[src/rtl/sram_rw_pkg.sv]
package sram_rw_pkg;
  typedef enum logic [1:0] {
    OP_NONE  = 2'd0,
    OP_READ  = 2'd1,
    OP_WRITE = 2'd2
  } op_e;
endpackage

[src/rtl/sram_cmd_decode.sv]
module sram_cmd_decode
  import sram_rw_pkg::*;
#(
  parameter int LANES = 2
) (
  input  logic             cs_n,
  input  logic             sleep,
  input  logic             gwe_n,
  input  logic             bwe_n,
  input  logic [LANES-1:0] lane_we_n,
  output op_e              op,
  output logic [LANES-1:0] lane_wr
);
  logic active;
  assign active = !cs_n && !sleep;

  always_comb begin
    op      = OP_NONE;
    lane_wr = '0;
    if (active) begin
      if (!gwe_n) begin
        op      = OP_WRITE;
        lane_wr = '1;
      end else if (!bwe_n) begin
        op      = OP_WRITE;
        lane_wr = ~lane_we_n;
      end else begin
        op = OP_READ;
      end
    end
  end
endmodule

[src/rtl/sram_array.sv]
module sram_array #(
  parameter int ADDR_W = 6,
  parameter int LANE_W = 9,
  parameter int LANES  = 2
) (
  input  logic                    clk,
  input  logic [ADDR_W-1:0]       wr_addr,
  input  logic [LANES-1:0]        wr_lane,
  input  logic [LANES*LANE_W-1:0] wr_data,
  input  logic [ADDR_W-1:0]       rd_addr,
  output logic [LANES*LANE_W-1:0] rd_data
);
  localparam int DEPTH = 1 << ADDR_W;

  for (genvar g = 0; g < LANES; g++) begin : g_lane
    logic [LANE_W-1:0] mem [DEPTH];

    always_ff @(posedge clk) begin
      if (wr_lane[g]) begin
        mem[wr_addr] <= wr_data[g*LANE_W +: LANE_W];
      end
    end

    assign rd_data[g*LANE_W +: LANE_W] = mem[rd_addr];
  end
endmodule

[src/rtl/sram_out_stage.sv]
module sram_out_stage
  import sram_rw_pkg::*;
#(
  parameter int ADDR_W = 6,
  parameter int DATA_W = 18
) (
  input  logic              clk,
  input  logic              rst_n,
  input  op_e               op,
  input  logic [ADDR_W-1:0] addr,
  input  logic              mode_pipe,
  input  logic              oe_n,
  input  logic              sleep,
  output logic [ADDR_W-1:0] rd_addr,
  input  logic [DATA_W-1:0] rd_data,
  output logic [DATA_W-1:0] dout,
  output logic              dout_en
);
  logic              s1_valid, s1_valid_d;
  logic              s2_valid, s2_valid_d;
  logic [ADDR_W-1:0] s1_addr;
  logic              s1_addr_en;
  logic [DATA_W-1:0] s2_data;
  logic              s2_data_en;
  logic              drive;
  logic [DATA_W-1:0] data_sel;

  // next state
  always_comb begin
    s1_valid_d = (op == OP_READ);
    s1_addr_en = (op == OP_READ);
    s2_valid_d = s1_valid;
    s2_data_en = s1_valid;
  end

  // valid flags: deselects travel the same stages as reads
  always_ff @(posedge clk or negedge rst_n) begin
    if (!rst_n) begin
      s1_valid <= 1'b0;
      s2_valid <= 1'b0;
    end else begin
      s1_valid <= s1_valid_d;
      s2_valid <= s2_valid_d;
    end
  end

  // data path registers with explicit clock enables
  always_ff @(posedge clk) begin
    if (s1_addr_en) begin
      s1_addr <= addr;
    end
    if (s2_data_en) begin
      s2_data <= rd_data;
    end
  end

  assign rd_addr = s1_addr;

  always_comb begin
    drive    = mode_pipe ? s2_valid : s1_valid;
    data_sel = mode_pipe ? s2_data  : rd_data;
    dout_en  = drive && !oe_n && !sleep;
    dout     = dout_en ? data_sel : '0;
  end
endmodule

[src/rtl/sram_rw_path.sv]
module sram_rw_path
  import sram_rw_pkg::*;
#(
  parameter int DATA_W = 18,
  parameter int ADDR_W = 6,
  parameter int LANE_W = 9
) (
  input  logic                       clk,
  input  logic                       rst_n,
  input  logic                       mode_pipe,
  input  logic                       sleep,
  input  logic                       cs_n,
  input  logic [ADDR_W-1:0]          addr,
  input  logic                       gwe_n,
  input  logic                       bwe_n,
  input  logic [DATA_W/LANE_W-1:0]   lane_we_n,
  input  logic                       oe_n,
  input  logic [DATA_W-1:0]          din,
  output logic [DATA_W-1:0]          dout,
  output logic                       dout_en
);
  localparam int LANES = DATA_W / LANE_W;

  logic [1:0]        rst_pipe;
  logic              rst_int_n;
  op_e               op;
  logic [LANES-1:0]  lane_wr;
  logic [ADDR_W-1:0] rd_addr;
  logic [DATA_W-1:0] rd_data;

  // reset asserted at once, released on the clock
  always_ff @(posedge clk or negedge rst_n) begin
    if (!rst_n) begin
      rst_pipe <= 2'b00;
    end else begin
      rst_pipe <= {rst_pipe[0], 1'b1};
    end
  end
  assign rst_int_n = rst_pipe[1];

  sram_cmd_decode #(.LANES(LANES)) u_dec (
    .cs_n      (cs_n),
    .sleep     (sleep),
    .gwe_n     (gwe_n),
    .bwe_n     (bwe_n),
    .lane_we_n (lane_we_n),
    .op        (op),
    .lane_wr   (lane_wr)
  );

  sram_array #(.ADDR_W(ADDR_W), .LANE_W(LANE_W), .LANES(LANES)) u_mem (
    .clk     (clk),
    .wr_addr (addr),
    .wr_lane (lane_wr),
    .wr_data (din),
    .rd_addr (rd_addr),
    .rd_data (rd_data)
  );

  sram_out_stage #(.ADDR_W(ADDR_W), .DATA_W(DATA_W)) u_out (
    .clk       (clk),
    .rst_n     (rst_int_n),
    .op        (op),
    .addr      (addr),
    .mode_pipe (mode_pipe),
    .oe_n      (oe_n),
    .sleep     (sleep),
    .rd_addr   (rd_addr),
    .rd_data   (rd_data),
    .dout      (dout),
    .dout_en   (dout_en)
  );
endmodule

[config.mk]
export PLATFORM = sky130hd
export DESIGN_NAME = sram_rw_path
export DESIGN_NICKNAME = d
export VERILOG_FILES = /design/src/rtl/sram_rw_pkg.sv /design/src/rtl/sram_cmd_decode.sv /design/src/rtl/sram_array.sv /design/src/rtl/sram_out_stage.sv /design/src/rtl/sram_rw_path.sv
export SDC_FILE = /design/constraint.sdc
export NUM_CORES = 1
export LEC_CHECK = 0
export BUFFER_PORTS_ARGS = -buffer_cell sky130_fd_sc_hd__buf_2
export CORE_MARGIN = 1.5
export CORE_UTILIZATION = 39
export CTS_BUF_LIST = sky130_fd_sc_hd__clkbuf_16
export CTS_CLUSTER_SIZE = 40
export DETAILED_ROUTE_END_ITERATION = 12
export GPL_TIMING_DRIVEN = 0
export PLACE_DENSITY = 0.57
export SETUP_SLACK_MARGIN = 0.1
export SLEW_MARGIN = 10
export SYNTH_ARGS = -nofsm -noshare
export SYNTH_HDL_FRONTEND = slang
export SYNTH_SLANG_ARGS = --single-unit
[constraint.sdc]
create_clock -name clk -period 3.95 [get_ports clk]
set_input_delay 0.395 -clock clk [delete_from_list [all_inputs] [get_ports clk]]
set_output_delay 0.395 -clock clk [all_outputs]
set_load 0.02 [all_outputs]
==> results.py <==
metrics = {
    "synth": {
        "ys_ff_latch": 1186,
        "yosysSeqAreaShare_pct": 76.37,
        "synthTopCellsByArea": "edfxtp_1 (76%), mux4_2 (11%), mux2_2 (2.2%)",
        "synth_top_cell_by_area": "edfxtp_1",
        "yosys.area.top_type_share_pct": 75.90,
        "yosysWarnings": 0,
        "syn_area_um2": 46530,
        "synth_edf_count": 1176,
        "syn_inst": 2400,
        "synth_nets": 2434,
        "ys_types": 60,
        "postSynthAreaPerCell_um2": 19.39,
        "synth-async-reset-ratio_pct": 0.3373,
        "yosys_most_used_dff": "edfxtp_1",
    },
    "die": {
        "die_w_um": 348.4,
        "dieArea_um2": 121400,
        "core_um2": 118200,
        "io_pins": 53,
        "die_h_um": 348.4,
        "start_util_pct": 39.35,
        "rows": 126,
    },
    "sta": {
        "fin_skew_ns": 0.03460,
        "fin_crit_ns": 3.847,
        "slew_violations": 0,
        "layout_setup_ws_ns": 0.1028,
        "finalSetupViolations": 0,
        "grt_setup_unrepaired": "yes",
        "finalHoldViolations": 0,
        "slew_headroom_pct": 27.39,
        "worst_slew_pin_slew_ns": 1.085,
        "fin_crit_sh_pct": 97.40,
        "fmax_mhz": 259.9,
    },
    "power": {
        "clock_power_share_pct": 41.7,
        "p_per_area_nw_per_um2": 489.4,
        "irDropWorstVdd_mv": 0.4023,
        "sequentialPowerShare_pct": 53.2,
        "p_total_mw": 26.14,
        "p_int_mw": 20.53,
        "switching_share_pct": 21.49,
        "switchingPower_mw": 5.617,
        "p_leak_nw": 16.97,
        "combPwrFrac_pct": 5.1,
    },
    "grt": {
        "grtUsageTotal_pct": 22.08,
        "grt_start_max_net_pins": 65,
        "grt_pass1_wl_mm": 187.4,
        "grt_pass1_vias": 24580,
        "antenna_found_initial": 9,
        "grt_overflow": 0,
    },
    "route": {
        "avgRoutedWirePerCell_um": 31.95,
        "avgViaCountPerCell": 5.877,
        "routed_wl_mm": 134.5,
        "initialDrtViolationCount": 3555,
        "antenna_violating_nets_post_route": 0,
        "drc_errors": 0,
        "via_count": 24740,
        "firstDrtPassIters": 6,
    },
    "critical_path": {
        "critPathTopFamily": "buffers and inverters",
        "path_buf_inv": 4,
        "critPathSlowestCell": "mux4_2",
        "startpoint_type": "flip-flop",
        "r2r_slack_ns": 1.10,
        "crit_required_ns": 3.56,
        "endpoint_kind": "primary output",
        "cp_max_fo": 10,
        "crit_type": "flip-flop to primary output",
        "cp_common_cell": "buf_6",
        "slowest_delay_ns": 0.57,
        "path_cells": "buf_6 > buf_8 > buf_6 > mux4_2 > nand2_1 > a21oi_1 > o2111ai_2 > nand3_2 > buf_2",
        "arrival_ns": 3.45,
    },
    "cts": {
        "tritoncts": "done",
        "htree_levels": 3,
        "clock-sinks": 1186,
        "ctsRootBufferMaster": "clkbuf_16",
        "cts_buffers": 117,
        "clkLatencyLatePin_ns": 0.71,
        "clk_path_buf_depth": 3,
        "cts.reportedPaths.clkPinSlew_ns": 0.06,
    },
    "cells_and_area": {
        "fillers": 10050,
        "final_area_um2": 53420,
        "nets": 2619,
        "syn2layout_area_growth_pct": 14.80,
        "drive_gt1_share_pct": 27.66,
    },
    "placement": {
        "place_area_um2": 48880,
        "port-buffer-count": 51,
        "hpwl_mm": 90.66,
        "routabilityCongestion": 0.9274,
        "dp_slack_ns": 0.05773,
    },
    "job": {
        "max-cap-violations": 0,
    },
    "min_path": {
        "hold_path_class": "input port to flip-flop",
        "hp-start": "addr[3]",
    },
    "outcome": {
        "status": "completed",
    },
}
==> cells in the mapped netlist (all sizes together), types with 3 or more instances <==
cell type and n:
a32oi 7, mux2 92, a21oi 17, nor2b 7
nor2 138, o2111ai 10, inv 3, a31oi 43
o211ai 10, o22ai 37, nand3b 4, nand2 234
dfrtp 4, nand2b 3, buf 90, and2 3
o21ai 28, clkbuf 46, dfxtp 6, mux4 225
a41o 8, edfxtp 1176, mux2i 55, a221oi 6
nand3 77, a22oi 16, nand4 29
==> power groups by stage <==
stage | clock network, mW | logic, mW | registers, mW
floorplan | 0 | 0.602 | 14.2
global placement | 0 | 1.22 | 14.2
detailed placement | 0 | 1.26 | 14.2
CTS | 11.0 | 1.31 | 13.9
global route | 11.4 | 1.39 | 13.9
finish | 10.9 | 1.34 | 13.9
==> per-stage QoR <==
step | util, % | TNS (ns) | hold slack, ns | std cells
floorplan | - | 0 | 0.01105 | 2400
finish | 45.18 | 0 | 0.07448 | 4209
detailed placement | 41.34 | 0 | 0.07355 | 3994
CTS | 44.93 | 0 | 0.02239 | 4206
global placement | 41.19 | -3.654 | 0.07356 | 3987
global route | 45.18 | 0 | 0.06775 | 4208
==> cell families (layout without fill, tap and decap cells) <==
kind of cell	after synthesis	count (layout)	synth area share [%]
flip-flops	1186	1186	76.37
AND/OR/NAND/NOR	508	508	4.752
multiplexers	372	372	14.34
AO/OA/AOI/OAI	193	193	2.786
buffers and inverters	140	412	1.745
other	1	2	0.008059
==> sequential cells by signal, indices dropped and copies added (netlist names), named ones only <==
| register | count |
|---|---|
| rst_pipe | 2 |
| u_mem.g_lane.mem | 1152 |
| u_out.rd_addr | 6 |
| u_out.s1_valid | 1 |
| u_out.s2_data | 18 |
| u_out.s2_valid | 1 |
==> timing repair <==
item,CTS,global route
resized for setup,112,57
pin swaps,6,7
endpoints found under the hold margin,7,0
setup buffers,0,2
hold buffers,6,0
setup endpoints to repair,18,18
==> layout by cell type, fill, tap and decap left out, types with 7 or more instances in the layout <==
master / synthesis / final
a21oi_1: 17 / 17
a22oi_1: 16 / 13
a31oi_1: 43 / 31
a31oi_2: 0 / 11
a41o_1: 8 / 8
buf_12: 1 / 10
buf_2: 50 / 62
buf_4: 16 / 53
buf_6: 15 / 16
bufinv_16: 0 / 12
clkbuf_1: 45 / 21
clkbuf_16: 0 / 120
clkbuf_2: 1 / 25
clkinv_1: 1 / 22
clkinv_2: 0 / 18
edfxtp_1: 1176 / 1176
inv_1: 3 / 25
mux2_2: 92 / 92
mux2i_1: 55 / 52
mux4_2: 220 / 220
nand2_1: 233 / 232
nand3_1: 77 / 52
nand3_2: 0 / 23
nand4_1: 29 / 29
nor2_1: 136 / 135
nor2b_1: 7 / 7
o211ai_1: 10 / 10
o21ai_0: 17 / 13
o22ai_1: 37 / 32
==> layer usage <==
metal  up-vias  GRT usage, %  wire length [µm]
li1      10150             -                 -
met1     13040         31.64             55740
met2      1315         33.89             61180
met3       227         4.226             12860
met4         4         7.587              4681
met5         -             0                20
==> path summary, 6_finish.rpt <==
check / to / depth (start not counted)
max reg2reg: u_out.s2_data[8] / 8
max in group asynchronous: rst_pipe[0] / 3
min reg2reg: u_out.s2_valid / 0
min: u_out.rd_addr[3] / 1
max: dout[12] / 9
min in group asynchronous: u_out.s2_valid / 0
==> layout make-up <==
type	instances	area, µm²	area share [%]
clock buffer	120	3003	5.622
sequential	1186	35540	66.53
tap	1536	1922	3.598
multi-input combinational	1074	10730	20.09
clock inverter	86	724.4	1.356
inverter	4	16.27	0.03045
buffer	136	957.2	1.792
antenna	1	2.502	0.004685
timing repair buffer	66	520.5	0.9744
(Power assumes the default switching activity.)
